===== src/rtl/dtmf_cls_pkg.sv =====
// Package: shared types and constant functions for the tone pair classifier.
// Assumes frequencies in Hz and tolerances in per-mille of the nominal period.
package dtmf_cls_pkg;

    localparam int unsigned NUM_TONES = 4;

    typedef logic [1:0] tone_idx_t;
    typedef logic [3:0] key_code_t;

    // Nominal frequency of tone k in the row (high_band=0) or column band.
    function automatic int unsigned tone_hz(bit high_band, int unsigned k);
        int unsigned f;
        if (high_band) begin
            case (k)
                0:       f = 1209;
                1:       f = 1336;
                2:       f = 1477;
                default: f = 1633;
            endcase
        end else begin
            case (k)
                0:       f = 697;
                1:       f = 770;
                2:       f = 852;
                default: f = 941;
            endcase
        end
        return f;
    endfunction

    // Shortest accepted period in clocks: ceiling of clk*(1-tol)/f.
    function automatic int unsigned win_min(int unsigned clk_hz, int unsigned f,
                                            int unsigned tol_pm);
        longint unsigned num;
        longint unsigned den;
        num = longint'(clk_hz) * longint'(1000 - tol_pm);
        den = longint'(f) * 64'd1000;
        return int'((num + den - 64'd1) / den);
    endfunction

    // Longest accepted period in clocks: floor of clk*(1+tol)/f.
    function automatic int unsigned win_max(int unsigned clk_hz, int unsigned f,
                                            int unsigned tol_pm);
        longint unsigned num;
        longint unsigned den;
        num = longint'(clk_hz) * longint'(1000 + tol_pm);
        den = longint'(f) * 64'd1000;
        return int'(num / den);
    endfunction

    // Key code of a row/column pair.
    function automatic key_code_t pair_code(tone_idx_t row, tone_idx_t col);
        key_code_t c;
        if (col == 2'd3) begin
            c = (row == 2'd3) ? 4'd0 : (4'd13 + {2'b00, row});
        end else if (row == 2'd3) begin
            case (col)
                2'd0:    c = 4'd11;
                2'd1:    c = 4'd10;
                default: c = 4'd12;
            endcase
        end else begin
            c = 4'd1 + {2'b00, col} + ({2'b00, row} << 1) + {2'b00, row};
        end
        return c;
    endfunction

endpackage


===== src/rtl/dtmf_edge_det.sv =====
// Module: brings an asynchronous squared tone into the clock domain and
// flags each rising edge with a one-cycle pulse.
// Assumes the input toggles far slower than the clock.
module dtmf_edge_det (
    input  logic clk,
    input  logic rst_n,
    input  logic sq_in,
    output logic rise
);

    logic meta_q;
    logic sync_q;
    logic prev_q;

    // Two-stage synchroniser plus a delayed copy for edge detection.
    always_ff @(posedge clk) begin
        if (!rst_n) begin
            meta_q <= 1'b0;
            sync_q <= 1'b0;
            prev_q <= 1'b0;
        end else begin
            meta_q <= sq_in;
            sync_q <= meta_q;
            prev_q <= sync_q;
        end
    end

    // Pulse when the synchronised level goes from low to high.
    assign rise = sync_q & ~prev_q;

endmodule


===== src/rtl/dtmf_group_meter.sv =====
// Module: measures the period between rising edges of one band, matches it
// against the four acceptance windows of that band, and raises grp_valid
// once CONFIRM periods in a row hit the same window. An edge gap reaching
// TIMEOUT clears the band and forgets the reference edge.
// Assumes the windows of one band do not overlap (true for tolerances of a
// few percent) and that TIMEOUT exceeds every window's upper bound.
module dtmf_group_meter
    import dtmf_cls_pkg::*;
#(
    parameter int unsigned CLK_HZ       = 3579545,
    parameter int unsigned TOL_PERMILLE = 25,
    parameter bit          HIGH_BAND    = 1'b0,
    parameter int unsigned CONFIRM      = 4,
    parameter int unsigned TIMEOUT      = 10530,
    localparam int unsigned CW          = $clog2(TIMEOUT + 2),
    localparam int unsigned SW          = $clog2(CONFIRM + 1)
) (
    input  logic      clk,
    input  logic      rst_n,
    input  logic      rise,
    output logic      grp_valid,
    output tone_idx_t grp_idx
);

    logic [CW-1:0]        cnt_q;
    logic [CW-1:0]        period;
    logic                 have_ref_q;
    logic [SW-1:0]        streak_q;
    tone_idx_t            idx_q;
    logic                 valid_q;
    logic [NUM_TONES-1:0] hit;
    logic                 any_hit;
    tone_idx_t            hit_idx;

    // Period just completed by this edge, in clock cycles.
    assign period = cnt_q + CW'(1);

    // One comparator pair per window, bounds derived from the clock rate.
    for (genvar k = 0; k < NUM_TONES; k++) begin : g_win
        localparam int unsigned F  = tone_hz(HIGH_BAND, k);
        localparam int unsigned LO = win_min(CLK_HZ, F, TOL_PERMILLE);
        localparam int unsigned HI = win_max(CLK_HZ, F, TOL_PERMILLE);
        assign hit[k] = (period >= CW'(LO)) && (period <= CW'(HI));
    end

    // Encode which window (if any) the period landed in.
    always_comb begin
        any_hit = |hit;
        hit_idx = '0;
        for (int k = 0; k < NUM_TONES; k++) begin
            if (hit[k]) hit_idx = tone_idx_t'(k);
        end
    end

    // Edge-gap counter, agreement streak and band-valid state.
    always_ff @(posedge clk) begin
        if (!rst_n) begin
            cnt_q      <= '0;
            have_ref_q <= 1'b0;
            streak_q   <= '0;
            idx_q      <= '0;
            valid_q    <= 1'b0;
        end else if (rise) begin
            cnt_q      <= '0;
            have_ref_q <= 1'b1;
            if (have_ref_q) begin
                if (any_hit && (streak_q != '0) && (hit_idx == idx_q)) begin
                    if (streak_q < SW'(CONFIRM)) streak_q <= streak_q + SW'(1);
                    if (streak_q >= SW'(CONFIRM - 1)) valid_q <= 1'b1;
                end else if (any_hit) begin
                    idx_q    <= hit_idx;
                    streak_q <= SW'(1);
                    valid_q  <= (CONFIRM <= 1);
                end else begin
                    streak_q <= '0;
                    valid_q  <= 1'b0;
                end
            end
        end else if (cnt_q == CW'(TIMEOUT)) begin
            have_ref_q <= 1'b0;
            streak_q   <= '0;
            valid_q    <= 1'b0;
        end else begin
            cnt_q <= cnt_q + CW'(1);
        end
    end

    assign grp_valid = valid_q;
    assign grp_idx   = idx_q;

endmodule


===== src/rtl/dtmf_code_map.sv =====
// Module: combines the two band results into a permitted/not-permitted flag
// and the key code of the pair. Purely combinational.
// Assumes column index 3 is the 1633 Hz column.
module dtmf_code_map
    import dtmf_cls_pkg::*;
(
    input  logic      row_valid,
    input  tone_idx_t row_idx,
    input  logic      col_valid,
    input  tone_idx_t col_idx,
    input  logic      inhibit,
    output logic      pair_ok,
    output key_code_t code
);

    logic blocked;

    // Inhibit removes the whole fourth column from consideration.
    assign blocked = inhibit && (col_idx == 2'd3);

    // A pair counts only with both bands valid and the column permitted.
    assign pair_ok = row_valid && col_valid && !blocked;

    // Key code of the current pair.
    assign code = pair_code(row_idx, col_idx);

endmodule


===== src/rtl/dtmf_pair_classifier.sv =====
// Module: top of the tone pair classifier. Two edge detectors, two band
// meters and a code map; the result is registered and the code is held
// while no pair is present.
// Assumes row_sq/col_sq are squared band signals, asynchronous to clk.
module dtmf_pair_classifier
    import dtmf_cls_pkg::*;
#(
    parameter int unsigned CLK_HZ          = 3579545,
    parameter int unsigned TOL_PERMILLE    = 25,
    parameter int unsigned CONFIRM_PERIODS = 4
) (
    input  logic       clk,
    input  logic       rst_n,
    input  logic       row_sq,
    input  logic       col_sq,
    input  logic       inhibit,
    output logic       tone_present,
    output logic [3:0] tone_digit
);

    localparam int unsigned SLOWEST = win_max(CLK_HZ, tone_hz(1'b0, 0), TOL_PERMILLE);
    localparam int unsigned TIMEOUT = 2 * SLOWEST;

    logic      row_rise;
    logic      col_rise;
    logic      row_valid;
    logic      col_valid;
    tone_idx_t row_idx;
    tone_idx_t col_idx;
    logic      pair_ok;
    key_code_t code;

    dtmf_edge_det u_row_edge (
        .clk   (clk),
        .rst_n (rst_n),
        .sq_in (row_sq),
        .rise  (row_rise)
    );

    dtmf_edge_det u_col_edge (
        .clk   (clk),
        .rst_n (rst_n),
        .sq_in (col_sq),
        .rise  (col_rise)
    );

    dtmf_group_meter #(
        .CLK_HZ       (CLK_HZ),
        .TOL_PERMILLE (TOL_PERMILLE),
        .HIGH_BAND    (1'b0),
        .CONFIRM      (CONFIRM_PERIODS),
        .TIMEOUT      (TIMEOUT)
    ) u_row_meter (
        .clk       (clk),
        .rst_n     (rst_n),
        .rise      (row_rise),
        .grp_valid (row_valid),
        .grp_idx   (row_idx)
    );

    dtmf_group_meter #(
        .CLK_HZ       (CLK_HZ),
        .TOL_PERMILLE (TOL_PERMILLE),
        .HIGH_BAND    (1'b1),
        .CONFIRM      (CONFIRM_PERIODS),
        .TIMEOUT      (TIMEOUT)
    ) u_col_meter (
        .clk       (clk),
        .rst_n     (rst_n),
        .rise      (col_rise),
        .grp_valid (col_valid),
        .grp_idx   (col_idx)
    );

    dtmf_code_map u_map (
        .row_valid (row_valid),
        .row_idx   (row_idx),
        .col_valid (col_valid),
        .col_idx   (col_idx),
        .inhibit   (inhibit),
        .pair_ok   (pair_ok),
        .code      (code)
    );

    // Output register: flag follows the pair, code updates only when present.
    always_ff @(posedge clk) begin
        if (!rst_n) begin
            tone_present <= 1'b0;
            tone_digit   <= 4'd0;
        end else begin
            tone_present <= pair_ok;
            if (pair_ok) tone_digit <= code;
        end
    end

endmodule


===== config.mk =====
export PLATFORM = sky130hd
export DESIGN_NAME = dtmf_pair_classifier
export DESIGN_NICKNAME = d
export VERILOG_FILES = /design/src/rtl/dtmf_cls_pkg.sv /design/src/rtl/dtmf_edge_det.sv /design/src/rtl/dtmf_group_meter.sv /design/src/rtl/dtmf_code_map.sv /design/src/rtl/dtmf_pair_classifier.sv
export SDC_FILE = /design/constraint.sdc
export NUM_CORES = 1
export LEC_CHECK = 0
export BUFFER_PORTS_ARGS = -buffer_cell sky130_fd_sc_hd__buf_2
export CORE_MARGIN = 2
export CORE_UTILIZATION = 64
export CTS_BUF_LIST = sky130_fd_sc_hd__clkbuf_16
export DETAILED_ROUTE_END_ITERATION = 10
export PLACE_DENSITY = 0.93
export SLEW_MARGIN = 0
export SYNTH_ARGS = -nofsm -noshare
export SYNTH_HDL_FRONTEND = slang
export SYNTH_SLANG_ARGS = --single-unit

===== constraint.sdc =====
create_clock -name clk -period 3.44 [get_ports clk]
set_clock_uncertainty 0.1 [all_clocks]
set_input_delay 0.516 -clock clk [delete_from_list [all_inputs] [get_ports clk]]
set_output_delay 0.516 -clock clk [all_outputs]
set_load 0.03 [all_outputs]

# Word-level counts from Yosys, hierarchy flattened
# Cells that the tools add are included.
# totals
word_cells	131
regBits	53
out_inout_bits	5
inputBits	5
# classes
order_cmp	20
add_sub_neg	8
mux	34
n_bitwise	7
n_reduce_logical	31
eq_ne	13
# ops
operator	n
$ge 14x12->1 const B	5
$le 14x12->1 const B	5
$ge 14x13->1 const B	3
$le 14x13->1 const B	3
$mux 3	10
$add 14x1->14 const B	2
$eq 14x14->1 const B	2
$mux 1	16
$logic_and 1x1->1	15
$mux 4	3
$ne 3x3->1 const B	4
$reduce_and 3->1	4
$mux 2	4
$reduce_and 4->1	2
$reduce_or 4->1	2
$add 3x1->3 const B	2
$ge 3x2->1 const B	2
$lt 3x3->1 const B	2
$pmux 3 s2	1
$reduce_bool 3->1	2
$not 1->1	5
$add 3x3->4 const A	1
$add 4x2->4	1
$add 4x3->4	1
other kinds (10)	16

# Logic depth before layout (Yosys ltp)
# logic_depth
ltp_word	11
mapped_depth	13
mapped_depth_nobuf	13

# Hierarchy
# Synthesis repeated with hierarchy kept, for this count alone.
# unflattened
hier_cells	539
area_unflattened_um2	4255.3
# by_module_without_submodules
module	cells_each	area_per_inst_um2	seq_area_each_um2	instances
dtmf_group_meter (u_row_meter)	261	1920.6	420.4	1
dtmf_group_meter (u_col_meter)	223	1742.9	420.4	1
dtmf_code_map	26	222.7	0.0	1
dtmf_edge_det	7	92.6	60.1	2
dtmf_pair_classifier	15	183.9	100.1	1

# Worst setup path before layout
# No wires, ideal clock.
# synth_path
path_type	flip-flop to flip-flop
from	register u_row_meter.cnt_q[1]
to	register u_row_meter.streak_q[1]
period_less_slack_ps	3125
n_path_buf	1
arrival_time_ps	2966
path_slack_ps	315
setup_time_ps	59
stages_incl_launch_ff	13
required_ps	3281
path_cell_list	dfxtp_1 -> ha_1 -> buf_2 -> nand3_2 -> or4_1 -> a211oi_1 -> mux2i_1 -> a2111o_1 -> a21boi_1 -> xnor2_2 -> o221ai_2 -> a211oi_2 -> o311a_1
# synth_via
elab_chain_len	11
word_cells_on_any_way	27
classes_between	add/sub: 1; order compare: 8; eq/ne: 3; mux: 6; reduce/logical: 9
# synth_rtl
item	line	rtl
start, declared	dtmf_group_meter.sv:25	logic [CW-1:0] cnt_q;
start signal, assigned	dtmf_group_meter.sv:84	cnt_q <= cnt_q + CW'(1);
$add 14x1->14	dtmf_group_meter.sv:36	assign period = cnt_q + CW'(1);
$ge 14x13->1 / $le 14x13->1 (equally long branches)	dtmf_group_meter.sv:43	assign hit[k] = (period >= CW'(LO)) && (period <= CW'(HI));
$logic_and 1x1->1	dtmf_group_meter.sv:43	
$mux 1	dtmf_group_meter.sv:51	if (hit[k]) hit_idx = tone_idx_t'(k);
$mux 2 (2 in a row)	dtmf_group_meter.sv:51	
$eq 2x2->1	dtmf_group_meter.sv:67	if (any_hit && (streak_q != '0) && (hit_idx == idx_q)) begin
$logic_and 1x1->1	dtmf_group_meter.sv:67	
$mux 3	dtmf_group_meter.sv:67	
$mux 3	dtmf_group_meter.sv:66	if (have_ref_q) begin
$mux 3	dtmf_group_meter.sv:63	end else if (rise) begin
end signal, assigned	dtmf_group_meter.sv:68	if (streak_q < SW'(CONFIRM)) streak_q <= streak_q + SW'(1);
end, declared	dtmf_group_meter.sv:28	logic [SW-1:0] streak_q;
# Parallel ways exist; a longest one is shown, timed or not. The select of a mux whose other input is x is not followed.
# A chain may end at the register's enable or synchronous reset.

# Final worst setup path
# layout_path
from	register u_col_meter.cnt_q[0]
to	register u_col_meter.idx_q[0], in the netlist u_col_meter.grp_idx[0]
# layout_via
elab_chain_len	10
word_cells_on_any_way	22
classes_between	add/sub: 1; order compare: 8; eq/ne: 1; mux: 3; bitwise: 1; reduce/logical: 8
# layout_rtl
item	line	rtl
start, declared	dtmf_group_meter.sv:25	
start signal, assigned	dtmf_group_meter.sv:84	
$add 14x1->14 (*)	dtmf_group_meter.sv:36	
$ge 14x12->1 / $le 14x12->1 (equally long branches)	dtmf_group_meter.sv:43	
$logic_and 1x1->1	dtmf_group_meter.sv:43	
$mux 1	dtmf_group_meter.sv:51	
$mux 2 (2 in a row)	dtmf_group_meter.sv:51	
$eq 2x2->1	dtmf_group_meter.sv:67	
$logic_and 1x1->1	dtmf_group_meter.sv:67	
$not 1->1 (no line)	--	
$reduce_and 4->1 (no line)	--	
end signal, assigned	dtmf_group_meter.sv:71	idx_q <= hit_idx;
end, declared	dtmf_group_meter.sv:29	tone_idx_t idx_q;
# Every way passes the cells marked *; elsewhere a longest branch is shown, timed or not.

==> results.md <==
| Step | Result | Reported |
| --- | --- | --- |
| grt | Met1 global-route usage | 0.3877 |
| finish | Sequential cell area | 1062 um2 |
| worst setup path | Cells traversed along the worst timing path | buf_4 -> nand2_1 -> or4_1 -> nor3_2 -> a211oi_2 -> o311ai_1 -> a2111oi_4 -> a41o_2 -> o211ai_1 -> mux2_2 -> nor2_1 |
| synth | Count of mapped cells out of synthesis | 523 |
| sta | RSZ-0062 raised after global routing | yes |
| synth | Unique masters post-synth | 78 |
| grt | Number of antenna violations at the first check in global routing | 0 |
| worst setup path | Cell with the largest stage delay on the worst path | or4_1 |
| cts | CTS Root Buffer Type | clkbuf_16 |
| synth | Sequential cell area fraction in the yosys report | 0.2563 |
| worst setup path | Highest net fanout along the worst path | 10 |
| worst hold path | WHS Path Cells | 2 |
| power and ir drop | Total Power Consumption | 1.257 mW |
| grt | Global-route total usage across every layer | 0.2971 |
| worst setup path | Endpoint of the most critical setup path | u_col_meter.grp_idx[0] |
| synth | Number of enable flip-flop cells after synthesis | 0 |
| route | Vias/cell | 6.623 |
| synth | Synth cell count leaders | 55 x nor2_1, 53 x dfxtp_1, 36 x nand2_1 |
| cts | Hold-fix buffers, CTS | 0 |
| grt | Global-route track usage on met2 | 0.4935 |
| finish | Layout Utilization | 0.7208 |
| power and ir drop | PwrDens | 276.3 nW/um2 |
| route | DR vias | 4053 |
| cts | TritonCTS Buffers | 5 |
| floorplanning | Starting density of the core | 0.6558 |
| worst hold path | Min-delay worst type | in2reg |
| grt | Pin count of the biggest net entering global routing | 18 |
| run status | Run status | complete, no violations |
| sta | Transition time at the pin with the least slew margin | 685.0 ps |
| grt | Most used routing layer in global routing | met2 |
| floorplanning | DIE AREA | 7128 um2 |
| route | Drt first pass iters | 5 |
| power and ir drop | VDD IR-drop max | 0.2564 mV |
| cts | Clock Latency Late Sink | 300 ps |
| synth | Syn_area_per_cell | 7.916 um2 |
| synth | Synth Register Bits | 53 |
| synth | Most used flip-flop cell after synthesis | dfxtp_1 |
| worst setup path | Reg2Reg Depth | 11 |
| grt | Number of global-route vias before repair | 3744 |
| flow run | Maxcap violations | 0 |
| cts | Num Clock Sinks | 53 |
| sta | Max-slew violation total from the final report | 0 |
| worst setup path | Origin of the critical flop-to-flop path | u_col_meter.cnt_q[0] |
| route | Total wirelength of the detailed-routed design | 10680 um |
| synth | Share of async-settable or async-resettable flops after synthesis | 0 |
| route | Initial DRC count | 297 |
| synth | Synthesized area | 4140 um2 |
| sta | Worst-case hold slack | 322.4 ps |
| synth | Cell type with the highest aggregate area in the netlist | dfxtp_1 |
| worst setup path | Category of the worst setup path launch point | flip-flop |
| sta | Achievable frequency | 298.2 MHz |
| worst setup path | Worst flop-to-flop path endpoint | u_col_meter.grp_idx[0] |
| finish | Share of layout cells above drive strength 1 | 0.1458 |
| floorplanning | X dimension of the die | 84.43 um |
| floorplanning | Total I/O pin count | 10 |
| finish | Multi-input gate area | 2892 um2 |
| cts | Max H-tree Level | 2 |
| cts | TritonCTS clock tree | built |
| cts | Buffers from clock root to sink, at most | 2 |
| sta | Number of endpoints with negative hold slack in the final report | 0 |
| placement | Cell Area, Placed | 4328 um2 |
| finish | Layout Cell Area excl Fill | 4551 um2 |
| sta | # setup viols final | 0 |
| finish | Final nets | 563 |
| worst setup path | Peak per-stage delay on the critical path | 700 ps |
| finish | Fill cells | 448 |
| placement | Final RePlAce weighted congestion | 0.9842 |
| sta | Final period utilization | 0.9748 |
| sta | Worst slew margin relative to its limit | 0.5401 |
| worst setup path | Category of the worst setup path capture point | flip-flop |
| worst setup path | FF-to-FF setup slack | 90 ps |
| synth | Total number of yosys warnings | 0 |
| grt | Global-route wire length before repair | 17440 um |
| finish | Inserted Diodes | 0 |
| synth | Post-Synthesis Net Count | 552 |
| worst setup path | Worst endpoint required time | 3580 ps |
| placement | Detailed placer's ending HPWL | 7615 um |
| placement | Worst setup slack after placement | 47.31 ps |
| grt | Total grt overflow | 0 |
| synth | Most instantiated library cell after synthesis | nor2_1 |
| route | Wire per inst | 17.45 um |
| floorplanning | Site row count | 29 |
| cts | Clock-pin slew of the registers on the worst-case setup and hold paths | 70 ps |
| synth | Top post-synthesis cells by area | dfxtp_1 26%, ha_1 6.6%, nor2_1 5.0% |
| route | Drc violations | 0 |
| sta | Time the worst path needs with I/O delays and setup | 3353 ps |
| floorplanning | Area of the core | 6314 um2 |
| power and ir drop | Cell leakage power | 1.759 nW |
| floorplanning | Vertical die dimension | 84.43 um |
| worst setup path | Worst setup path start | u_col_meter.cnt_q[0] |
| worst setup path | Worst setup path category | reg2reg |
| sta | Final worst-path setup slack | 86.79 ps |
| worst setup path | Critical path arrival | 3490 ps |
| route | Number of nets with antenna violations after routing | 0 |
| grt | GR Util met3 | 0.05605 |
| finish | Layout overhead on the synthesized area | 9.912% |
| synth | Synth top area share | 0.2563 |
| placement | Port-buffer cells | 9 |
[timing repair]
action / CTS / global route
buffers inserted: 0 / 0
gates resized for setup: 0 / 15
endpoints found under the hold margin: 0 / 0
setup endpoints to repair: 0 / 9
[registers in the layout, indices dropped and copies added (netlist names), 2 cells and up]
signal	count
tone_digit	4
u_col_meter.streak_q	3
u_row_meter.streak_q	3
u_row_meter.cnt_q	14
u_col_meter.cnt_q	14
u_col_meter.grp_idx	2
u_row_meter.grp_idx	2
[worst max-delay path: cells and delay by family, from the launching register on]
family,cells,cell delay [ps]
AO/OA/AOI/OAI,5,970
flip-flops,1,430
buffers and inverters,1,210
AND/OR/NAND/NOR,4,1220
multiplexers,1,380
[cells by family (layout without fill, tap and decap cells)]
group / after synthesis / count (layout) / synth area share
simple gates: 218 / 218 / 0.2862
compound gates: 128 / 128 / 0.2291
buf+inv: 61 / 73 / 0.06316
flops: 53 / 53 / 0.2563
xor+xnor: 31 / 31 / 0.06920
fa+ha+maj: 24 / 24 / 0.07616
mux: 8 / 8 / 0.01995
[cell type report]
cell class | instances | share of cell area
clock inverters | 3 | 0.004949
flip-flops and latches | 53 | 0.2334
multi-input cells | 409 | 0.6354
inverters | 30 | 0.02475
clock buffers | 5 | 0.02750
repair buffers | 35 | 0.05279
well taps | 77 | 0.02117
[how the worst min path moves through the flow]
stage,start,endpoint,slack (ps)
after floorplan,u_col_edge.meta_q,u_col_edge.sync_q,310
after global placement,u_row_edge.meta_q,u_row_edge.sync_q,320
after detailed placement,u_row_edge.meta_q,u_row_edge.sync_q,320
after CTS,col_sq,u_col_edge.meta_q,320
after global routing,col_sq,u_col_edge.meta_q,320
final,col_sq,u_col_edge.meta_q,320
[stage by stage]
step	TNS (ps)	instances
CTS	0	612
finish	0	612
global route	-100.4	612
floorplan	0	523
detailed placement	0	604
global placement	0	604
[report_power, final]
part	switching, mW	leakage (nW)	total (mW)	internal (mW)
Combinational	0.0733	1.27	0.116	0.0423
Sequential	0.00975	0.430	0.633	0.623
Clock	0.239	0.0621	0.509	0.270
[per-layer routing]
metal  wire length [um]  part of all wire
met5                  0                 0
met4                284             0.027
met3                831             0.078
met2               5165              0.48
met1               4398              0.41
[placed cells by master (no fill, tap or decap), types with 12 or more instances in the layout]
master | Yosys | layout
dfxtp_1 | 53 | 52
buf_4 | 3 | 26
ha_1 | 22 | 21
nand2_1 | 36 | 36
nor2b_1 | 12 | 12
a21oi_1 | 22 | 22
and2_1 | 16 | 16
nor3_1 | 16 | 14
nor2_1 | 55 | 54
xnor2_1 | 22 | 21
nand3_1 | 17 | 17
o21ai_0 | 15 | 15
inv_1 | 30 | 30
Note: power is estimated with default switching activity, not from simulation.
